$ cat src/rtl/mdio_pkg.sv
package mdio_pkg;
  localparam int IDX_W      = 7;
  localparam int PRE_BITS   = 32;
  localparam int HDR_END    = 46;
  localparam int DATA_START = 48;
  localparam int DATA_END   = 64;
  localparam int LAST_BIT   = 64;

  typedef struct packed {
    logic             load;
    logic             advance;
    logic             sample;
    logic [IDX_W-1:0] bitIdx;
    logic [IDX_W-1:0] nextIdx;
  } mdio_strobe_t;
endpackage

$ cat src/rtl/mdio_ctrl.sv
module mdio_ctrl
  import mdio_pkg::*;
#(
  parameter int HALF_DIV = 20
) (
  input  logic         clk,
  input  logic         rst,
  input  logic         start,
  output logic         busy,
  output logic         done,
  output logic         mdc,
  output mdio_strobe_t strobe
);
  localparam int CW = (HALF_DIV < 2) ? 1 : $clog2(HALF_DIV);

  logic [CW-1:0]    halfCnt;
  logic             phaseHigh;
  logic             busyQ;
  logic             doneQ;
  logic [IDX_W-1:0] idx;
  logic             halfEnd;
  logic             lastBit;

  assign halfEnd = busyQ && (halfCnt == CW'(HALF_DIV - 1));
  assign lastBit = (idx == IDX_W'(LAST_BIT));

  always_ff @(posedge clk) begin
    if (rst) begin
      halfCnt   <= '0;
      phaseHigh <= 1'b0;
      busyQ     <= 1'b0;
      doneQ     <= 1'b0;
      idx       <= '0;
    end else begin
      doneQ <= 1'b0;
      if (!busyQ) begin
        if (start) begin
          busyQ     <= 1'b1;
          halfCnt   <= '0;
          phaseHigh <= 1'b0;
          idx       <= '0;
        end
      end else if (halfEnd) begin
        halfCnt <= '0;
        if (!phaseHigh) begin
          phaseHigh <= 1'b1;
        end else begin
          phaseHigh <= 1'b0;
          if (lastBit) begin
            busyQ <= 1'b0;
            doneQ <= 1'b1;
          end else begin
            idx <= idx + 1'b1;
          end
        end
      end else begin
        halfCnt <= halfCnt + 1'b1;
      end
    end
  end

  always_comb begin
    strobe.load    = !busyQ && start;
    strobe.advance = halfEnd && phaseHigh && !lastBit;
    strobe.sample  = halfEnd && phaseHigh;
    strobe.bitIdx  = idx;
    strobe.nextIdx = idx + 1'b1;
  end

  assign busy = busyQ;
  assign done = doneQ;
  assign mdc  = phaseHigh;
endmodule

$ cat src/rtl/mdio_dpath.sv
module mdio_dpath
  import mdio_pkg::*;
(
  input  logic         clk,
  input  logic         rst,
  input  mdio_strobe_t strobe,
  input  logic         isRead,
  input  logic [4:0]   phyAddr,
  input  logic [4:0]   regAddr,
  input  logic [15:0]  wrData,
  input  logic         mdioIn,
  output logic         mdioOut,
  output logic         mdioOe,
  output logic [15:0]  rdData
);
  logic        readQ;
  logic [31:0] txQ;
  logic [15:0] rxQ;
  logic [15:0] hdrWord;
  logic [1:0]  opcode;

  assign opcode  = isRead ? 2'b10 : 2'b01;
  assign hdrWord = (16'(1) << 14) | (16'(opcode) << 12)
                 | (16'(phyAddr) << 7) | (16'(regAddr) << 2);

  always_ff @(posedge clk) begin
    if (rst) begin
      readQ   <= 1'b0;
      txQ     <= '0;
      rxQ     <= '0;
      mdioOut <= 1'b0;
      mdioOe  <= 1'b0;
    end else begin
      if (strobe.load) begin
        readQ   <= isRead;
        txQ     <= {hdrWord[15:2], 2'b10, wrData};
        mdioOut <= 1'b1;
        mdioOe  <= 1'b1;
      end else if (strobe.advance) begin
        if (strobe.nextIdx < IDX_W'(PRE_BITS)) begin
          mdioOut <= 1'b1;
          mdioOe  <= 1'b1;
        end else if (strobe.nextIdx < IDX_W'(HDR_END) ||
                     (!readQ && strobe.nextIdx < IDX_W'(DATA_END))) begin
          mdioOut <= txQ[31];
          mdioOe  <= 1'b1;
          txQ     <= {txQ[30:0], 1'b0};
        end else begin
          mdioOut <= 1'b0;
          mdioOe  <= 1'b0;
        end
      end
      if (strobe.sample && readQ &&
          strobe.bitIdx >= IDX_W'(DATA_START) && strobe.bitIdx < IDX_W'(DATA_END)) begin
        rxQ <= {rxQ[14:0], mdioIn};
      end
    end
  end

  assign rdData = rxQ;
endmodule

$ cat src/rtl/mdio_frame_master.sv
module mdio_frame_master
  import mdio_pkg::*;
#(
  parameter int HALF_DIV = 20
) (
  input  logic        clk,
  input  logic        rst,
  input  logic        start,
  input  logic        isRead,
  input  logic [4:0]  phyAddr,
  input  logic [4:0]  regAddr,
  input  logic [15:0] wrData,
  output logic        busy,
  output logic        done,
  output logic [15:0] rdData,
  output logic        mdc,
  output logic        mdioOut,
  output logic        mdioOe,
  input  logic        mdioIn
);
  mdio_strobe_t strobe;

  mdio_ctrl #(.HALF_DIV(HALF_DIV)) u_ctrl (
    .clk(clk), .rst(rst), .start(start),
    .busy(busy), .done(done), .mdc(mdc), .strobe(strobe)
  );

  mdio_dpath u_dpath (
    .clk(clk), .rst(rst), .strobe(strobe),
    .isRead(isRead), .phyAddr(phyAddr), .regAddr(regAddr), .wrData(wrData),
    .mdioIn(mdioIn), .mdioOut(mdioOut), .mdioOe(mdioOe), .rdData(rdData)
  );
endmodule

$ cat config.mk
export PLATFORM = sky130hd
export DESIGN_NAME = mdio_frame_master
export DESIGN_NICKNAME = d
export VERILOG_FILES = /design/src/rtl/mdio_pkg.sv /design/src/rtl/mdio_ctrl.sv /design/src/rtl/mdio_dpath.sv /design/src/rtl/mdio_frame_master.sv
export SDC_FILE = /design/constraint.sdc
export NUM_CORES = 1
export LEC_CHECK = 0
export ABC_AREA = 1
export CAP_MARGIN = 10
export CORE_MARGIN = 3
export CORE_UTILIZATION = 25
export CTS_CLUSTER_DIAMETER = 200
export DETAILED_ROUTE_END_ITERATION = 16
export GPL_TIMING_DRIVEN = 0
export PLACE_DENSITY_LB_ADDON = 0.08
export SLEW_MARGIN = 20
export SYNTH_ARGS = -nofsm -noshare
export SYNTH_HDL_FRONTEND = slang
export SYNTH_SLANG_ARGS = --single-unit
$ cat constraint.sdc
create_clock -name clk -period 3.45 [get_ports clk]
set_clock_uncertainty 0.2 [all_clocks]
set_input_delay 0.69 -clock clk [delete_from_list [all_inputs] [get_ports clk]]
set_output_delay 0.69 -clock clk [all_outputs]
set_load 0.05 [all_outputs]
# --- Word level (Yosys, flattened, before mapping) ---
# Index checks and enable logic that the tools add are counted.
totals:
  ff_bits: 66
  output_inout_bits: 21
  wordCells: 82
op_classes:
  add_sub_neg: 2
  n_lt_le_gt_ge: 5
  eq_ne: 6
  n_mux: 31
  bitwise: 6
  n_reduce_logical: 21
op_table:
  columns: ["cell", "count"]
  rows:
  - ["two-way mux 32 bit", 4]
  - ["two-way mux 7 bit", 5]
  - ["two-way mux 1 bit", 18]
  - ["OR 16 x 7 -> 16 bit", 1]
  - ["two-way mux 5 bit", 3]
  - ["OR 15 x 12 -> 15 bit", 1]
  - ["< comparator 7 x 6 -> 1 bit, second input constant", 2]
  - ["< comparator 7 bit, second input constant", 2]
  - ["logical AND 1 bit", 8]
  - ["adder 7 x 1 -> 7 bit, second input constant", 1]
  - ["== test 7 bit, second input constant", 1]
  - ["greater-or-equal comparator 7 x 6 -> 1 bit, second input constant", 1]
  - ["!= test 2 bit, second input constant", 3]
  - ["AND reduction 3 bit", 2]
  - ["nonzero test 2 bit", 3]
  - ["adder 5 x 1 -> 5 bit, second input constant", 1]
  - ["== test 5 bit, second input constant", 1]
  - ["NOT 1 bit", 4]
  - ["AND reduction 4 bit", 1]
  - ["OR reduction 4 bit", 1]
  - ["zero test 1 bit", 3]
  - ["two-way mux 2 bit", 1]
  - ["!= test 2 x 1 -> 1 bit, second input constant", 1]
  - ["AND reduction 2 bit", 1]
  - ["2 further kinds", 2]

# --- Depth between registers and ports, before layout ---
# Gate-level depths: netlist (run 1).
depth:
  ltp_word: 8
  mapped_depth: 14
  ltp_nobuf: 13

# --- By module ---
# A second synthesis (run 1) with hierarchy kept.
hier_totals:
  cells_unflattened: 445
  area_unflattened_um2: 3164.3
modules_own_cells:
  columns: ["module", "n_inst", "cells_each", "area_per_inst_um2", "seq_area_each_um2"]
  rows:
  - ["mdio_dpath", 1, 333, 2373.5, 1021.0]
  - ["mdio_ctrl", 1, 112, 790.8, 300.3]

# --- Least setup slack after synthesis (run 1) ---
# OpenSTA, ideal clock, no wires.
synth_timing:
  kind: "flip-flop to flip-flop"
  start: "register u_ctrl.busyQ, in the netlist u_ctrl.busy"
  end: "register u_dpath.txQ[10]"
  setup_ns: 0.128
  arrival_ns: 1.822
  slack_ns: 1.300
  stages_incl_launch_ff: 11
  path_buffers: 1
  period_less_slack_ns: 2.150
  cell_sequence: "dfxtp_1 -> inv_1 -> nor2_4 -> nand3_4 -> nor2_4 -> nand3_4 -> nand2_4 -> buf_6 -> nor2_2 -> nor2_1 -> nor2_1"
synth_between:
  elab_chain_len: 5
  word_cells_on_any_way: 10
synth_lines:
  columns: ["element", "line_no", "rtl"]
  rows:
  - ["start: declaration", "mdio_ctrl.sv:18", "logic busyQ;"]
  - ["start signal: assignment", "mdio_ctrl.sv:31", "busyQ <= 1'b0;"]
  - ["start signal: assignment", "mdio_ctrl.sv:38", "busyQ <= 1'b1;"]
  - ["start signal: assignment", "mdio_ctrl.sv:50", "busyQ <= 1'b0;"]
  - ["logical AND 1 bit", "mdio_ctrl.sv:24", "assign halfEnd = busyQ && (halfCnt == CW'(HALF_DIV - 1));"]
  - ["logical AND 1 bit (2 in series)", "mdio_ctrl.sv:64", "strobe.advance = halfEnd && phaseHigh && !lastBit;"]
  - ["nonzero test 2 bit (no source line)", null, null]
  - ["AND reduction 3 bit (no source line)", null, null]
  - ["end signal: assignment", "mdio_dpath.sv:36", "txQ <= {hdrWord[15:2], 2'b10, wrData};"]
  - ["end signal: assignment", "mdio_dpath.sv:47", "txQ <= {txQ[30:0], 1'b0};"]
  - ["end: declaration", "mdio_dpath.sv:17", "logic [31:0] txQ;"]
# Several ways; a longest one is shown, not always the timed one.
# A chain may end at the register's enable or synchronous reset.

# --- Worst setup path in the final report (run 1) ---
layout_timing:
  start: "register u_ctrl.busyQ, in the netlist u_ctrl.busy"
  end: "output port busy"
layout_lines:
  columns: ["element", "line_no", "rtl"]
  rows:
  - ["end: declaration", "mdio_frame_master.sv:13", "output logic busy,"]
# No word-level cell between the ends.

==> flow_summary.json, run 1 <==
{
  "syn_inst": 491,
  "crit_fanout": 7,
  "yosys_warnings": 0,
  "n_antenna_cell": 0,
  "slowest_stage": "clkdlybuf4s50_1",
  "setup_viol": 0,
  "hold_viol_final": 0,
  "min-delay-start": "u_dpath.txQ[31]",
  "cp.required_ns": 2.56,
  "grt_start_max_net_pins": 12,
  "die-area_um2": 15160,
  "fmax_ghz": 0.3931,
  "cts_tree": "done",
  "wl_um": 9100,
  "wl_per_cell_um": 12.40,
  "worst_pin_slew_ns": 0.5855,
  "clk_pin_slew_ns": 0.06,
  "critical_path.cell_chain": "clkdlybuf4s50_1",
  "drive_above_1_share_pct": 12.72,
  "hold_path_class": "reg2reg",
  "grt_pass1_wl_um": 15110,
  "fp.dieW_um": 123.1,
  "ir_drop_mv": 0.1759,
  "placementRows": 42,
  "detail-route-antenna-nets": 0,
  "min_to": "u_dpath.mdioOut",
  "cp.depth": 1,
  "portBuffers": 51,
  "finalCritPeriodShare_pct": 73.74,
  "synth_edf_count": 0,
  "htreeDepth": 3,
  "fin_nets": 587,
  "cts_resized": 0,
  "io_pins": 52,
  "cap_violations": 0,
  "initial_utilization_pct": 25.69,
  "final_common_cell": "nor2_1",
  "initialDrtViolationCount": 119,
  "hold_buffers": 0,
  "power.leakage_nw": 1.816,
  "grt_pass1_vias": 3075,
  "maxSlewViolCount": 0,
  "cp-end-kind": "output port",
  "syn_to_final_growth_pct": 30.24,
  "overflow": 0,
  "hold_path_depth": 2,
  "rsz0062_at_grt": "false",
  "synth_flop_cell": "dfxtp_1",
  "hpwl_um": 6250,
  "avgSynthCellArea_um2": 6.985,
  "core_um2": 13350,
  "reg2reg_to": "u_dpath.txQ[7]",
  "cpLargestDelayFamily": "buffers and inverters",
  "rr_startpoint": "u_ctrl.halfCnt[1]",
  "powerDensity_nw_per_um2": 433.7,
  "die_h_um": 123.1,
  "status": "finished, final reports clean",
  "clock_sinks": 66,
  "crit_type": "reg2out",
  "place_congestion": 0.7582,
  "fin_crit_ns": 2.544,
  "cts_buffer_depth": 2,
  "via_per_inst": 4.307,
  "synth_sequential_area_ratio_pct": 38.53,
  "netlist-cell-type-count": 36,
  "syn-num-nets": 525,
  "relSlewSlack_pct": 60.96,
  "fin_tns_setup_ns": 0,
  "final_cell_mix": "nor2_1, nand2_1, dfxtp_1",
  "track_usage_pct": 12.87,
  "clk_latency_ns": 0.34,
  "r2r_slack_ns": 1.28,
  "syn_area_um2": 3430,
  "synthArstFlopShare_pct": 0,
  "cp_num_buf_inv": 1,
  "r2r.worst_path.cells": 13,
  "cp.arrival_ns": 1.65,
  "start_kind": "flop",
  "cts_made_buffers": 9,
  "via_count": 3161,
  "dr.pass1.iters": 4,
  "whs_ns": 0.2788,
  "synth_seq_cells": 66,
  "max_stage_delay_ns": 0.86,
  "postCtsSetupRepairBufs": 0,
  "cts_root_buffer": "clkbuf_16",
  "drc_errors": 0,
  "antenna_found_initial": 0
}
[power by group]
| group | leakage [nW] | switching [mW] | internal (mW) |
|---|---|---|---|
| Combinational | 1.13 | 0.108 | 0.0821 |
| Sequential | 0.538 | 0.0101 | 0.788 |
| Clock | 0.145 | 0.351 | 0.598 |
| Total | 1.82 | 0.469 | 1.47 |
[tightest hold or removal path, cell delays in order, from the launching register on]
cell     delay, ns
dfxtp_1       0.31
nand3_1       0.07
a21oi_1       0.05
[per-stage QoR]
stage / power [mW] / utilization [%] / cells / setup slack, ns / area (um2)
5_1_grt: 2.035 / 33.46 / 734 / 0.8191 / 4467
2_1_floorplan: 0.9333 / - / 491 / 1.300 / 3430
3_3_place_gp: 1.006 / 31.17 / 718 / 0.8116 / 4160
6_report: 1.937 / 33.46 / 734 / 0.9061 / 4467
3_5_place_dp: 1.008 / 31.17 / 718 / 0.8188 / 4160
4_1_cts: 1.978 / 33.46 / 734 / 0.8717 / 4467
[cell type report]
class | count | area [um2]
Fill cell | 1465 | 8881
Multi-Input combinational cell | 345 | 1674
Sequential cell | 66 | 1321
Timing Repair Buffer | 51 | 510.5
Clock buffer | 12 | 256.5
Buffer | 26 | 231.5
Tap cell | 176 | 220.2
Inverter | 54 | 202.7
Clock inverter | 4 | 50.05
[kinds of logic after synthesis]
logic type | after synthesis | synth area share, %
buf+inv | 80 | 12.66
compound gates | 44 | 6.749
flops | 66 | 38.53
fa+ha+maj | 3 | 1.095
xor+xnor | 4 | 1.569
simple gates | 294 | 39.40
[synthesized netlist by cell type (3+ instances only)]
| library cell | count | area, um2 |
|---|---|---|
| nand2_1 | 94 | 352.8 |
| ha_1 | 3 | 37.54 |
| buf_6 | 3 | 33.78 |
| clkbuf_1 | 7 | 26.28 |
| o21ai_0 | 22 | 110.1 |
| buf_2 | 4 | 20.02 |
| dfxtp_1 | 66 | 1321 |
| nor3_1 | 3 | 15.01 |
| a21oi_1 | 17 | 85.08 |
| inv_1 | 51 | 191.4 |
| inv_2 | 3 | 11.26 |
| nor2_1 | 123 | 461.7 |
| nand3_1 | 15 | 75.07 |
| buf_4 | 4 | 30.03 |
| nor2_4 | 4 | 45.04 |
| nor2_2 | 17 | 106.4 |
| nand4_1 | 25 | 156.4 |
| buf_12 | 3 | 60.06 |
[metal layers]
layer	global-route usage [%]	vias up	wire, um
li1	-	1659	-
met1	16.31	1429	4223
met2	20.29	62	4198
met3	3.660	11	494
met4	5.813	0	183
met5	0	-	0
[flip-flops by register name, indices dropped and copies added, names as in the netlist]
| name | cells |
|---|---|
| u_ctrl.busy | 1 |
| u_ctrl.done | 1 |
| u_ctrl.halfCnt | 5 |
| u_ctrl.idx | 7 |
| u_ctrl.mdc | 1 |
| u_dpath.mdioOe | 1 |
| u_dpath.mdioOut | 1 |
| u_dpath.rdData | 16 |
| u_dpath.readQ | 1 |
| u_dpath.txQ | 32 |
[worst max path at each step]
stage,startpoint,end,slack [ns]
6_report,u_ctrl.busy,busy,0.91
5_1_grt,u_ctrl.busy,busy,0.82
4_1_cts,u_ctrl.busy,busy,0.87
3_5_place_dp,start,u_dpath.txQ[26],0.82
3_3_place_gp,start,u_dpath.txQ[26],0.81
2_1_floorplan,u_ctrl.busy,u_dpath.txQ[10],1.30
No activity file was read; power rests on OpenSTA's default activity.
==> run 2: changes to the inputs <==
==> constraint.sdc (replaced) <==
create_clock -name clk -period 2.35 [get_ports clk]
set_clock_uncertainty 0.2 [all_clocks]
set_input_delay 0.47 -clock clk [delete_from_list [all_inputs] [get_ports clk]]
set_output_delay 0.47 -clock clk [all_outputs]
set_load 0.05 [all_outputs]
==> run 2 against run 1 <==
Against the previous run:
- global-route usage unchanged
- non-clock buffer count fell by 1
- sequential power is 47% higher
- register-to-register slack worse by 1.1 ns
- setup slack worse by 0.81 ns
- clock power is 46% higher
- core utilization barely moved
- via count shrank 0.41%
- worst hold slack about the same
- total power grew 47%
- sequential cell count unchanged
==> flow_summary.json, run 2 (synthesis gave the netlist of run 1 again) <==
{
  "via_per_inst": 4.295,
  "grt_pass1_vias": 3075,
  "powerDensity_nw_per_um2": 636.5,
  "slowest_stage": "clkdlybuf4s50_1",
  "initial_utilization_pct": 25.69,
  "fin_crit_ns": 2.253,
  "postCtsSetupRepairBufs": 0,
  "clk_latency_ns": 0.34,
  "cpLargestDelayFamily": "buffers and inverters",
  "top_register": "u_dpath.txQ",
  "hold_path_class": "reg2reg",
  "fin_tns_setup_ns": 0,
  "dr.pass1.iters": 4,
  "cts_root_buffer": "clkbuf_16",
  "grt_pass1_wl_um": 15110,
  "drc_errors": 0,
  "cts_tree": "done",
  "placementRows": 42,
  "die_h_um": 123.1,
  "status": "finished, final reports clean",
  "power.leakage_nw": 1.817,
  "finalCritPeriodShare_pct": 95.88,
  "fin_nets": 586,
  "io_pins": 52,
  "cp-end-kind": "output port",
  "worst_pin_slew_ns": 0.5853,
  "fillers": 1467,
  "critical_path.cell_chain": "clkdlybuf4s50_1",
  "crit_fanout": 4,
  "largest_register_ffs": 32,
  "clock_sinks": 66,
  "final_cell_mix": "nor2_1, nand2_1, dfxtp_1",
  "cp.arrival_ns": 1.58,
  "detail-route-antenna-nets": 0,
  "grt_start_max_net_pins": 12,
  "stdcell_count": 733,
  "cp_num_buf_inv": 1,
  "initialDrtViolationCount": 141,
  "rsz0062_at_grt": "false",
  "portBuffers": 51,
  "cts_buffer_depth": 2,
  "clk_pin_slew_ns": 0.06,
  "maxSlewViolCount": 0,
  "track_usage_pct": 12.87,
  "fmax_ghz": 0.4438,
  "place_inst": 718,
  "via_count": 3148,
  "wl_per_cell_um": 12.38,
  "fp.dieW_um": 123.1,
  "max_stage_delay_ns": 0.83,
  "ir_drop_mv": 0.2582,
  "final_util_pct": 33.46,
  "hold_buffers": 0,
  "cts_made_buffers": 9,
  "n_antenna_cell": 0,
  "cap_violations": 0,
  "start_kind": "flop",
  "hold_viol_final": 0,
  "die-area_um2": 15160,
  "overflow": 0,
  "hpwl_um": 6250,
  "place_congestion": 0.7582,
  "wl_um": 9074,
  "cp.required_ns": 1.68,
  "drive_above_1_share_pct": 12.75,
  "syn_to_final_growth_pct": 30.21,
  "final_common_cell": "nor2_1",
  "htreeDepth": 3,
  "crit_type": "reg2out",
  "relSlewSlack_pct": 60.98,
  "antenna_found_initial": 0,
  "core_um2": 13350,
  "setup_viol": 0
}
## run 2: cell count changes in the layout (fill, tap and decap cells not counted), sizes merged
cell,delta
buf,-1
clkdlybuf4s50,-1
dlygate4sd2,+1
## run 2: report_power, final
group | internal (mW) | switching [mW]
sequential | 1.16 | 0.0147
combinational | 0.121 | 0.159
clock | 0.878 | 0.514
total | 2.15 | 0.688
## run 2: final cells by class
type                       instances  area (um2)  area share (%)
inverter                          54       202.7           4.539
clock buffer                      12       256.5           5.744
buffer                            25       231.5           5.184
timing repair buffer              51       509.2           11.40
tap                              176       220.2           4.931
clock inverter                     4       50.05           1.121
sequential                        66        1321           29.59
multi-input combinational        345        1674           37.49
## run 2: per-layer routing
metal / GRT usage [%] / share of wire, %
met1: 16.31 / 47
met2: 20.29 / 46
met3: 3.660 / 5.4
met4: 5.813 / 2.0
met5: 0 / 0
## run 2: metrics by stage
stage	cell area [um2]	power [mW]	setup WS (ns)	hold WS (ns)
6_report	4466	2.843	0.09682	0.2788
5_1_grt	4466	2.988	0.009180	0.3012
4_1_cts	4466	2.903	0.06518	0.2818
3_5_place_dp	4160	1.480	-0.06125	0.2734
3_3_place_gp	4160	1.477	-0.06835	0.2704
2_1_floorplan	3430	1.370	0.2002	0.2550
## run 2: final timing paths
check | start | endpoint | slack, ns | cells after the start
worst max-delay path | u_ctrl.mdc | mdc | 0.1 | 1
worst min-delay path | u_dpath.txQ[31] | u_dpath.mdioOut | 0.28 | 2
worst max register to register | u_ctrl.halfCnt[1] | u_dpath.txQ[7] | 0.19 | 13
worst min register to register | u_dpath.txQ[31] | u_dpath.mdioOut | 0.28 | 2
## run 2: what timing repair did
item	in CTS	in global routing
hold endpoints to repair	0	0
endpoints found under the setup margin	1	14
resized for setup	1	3
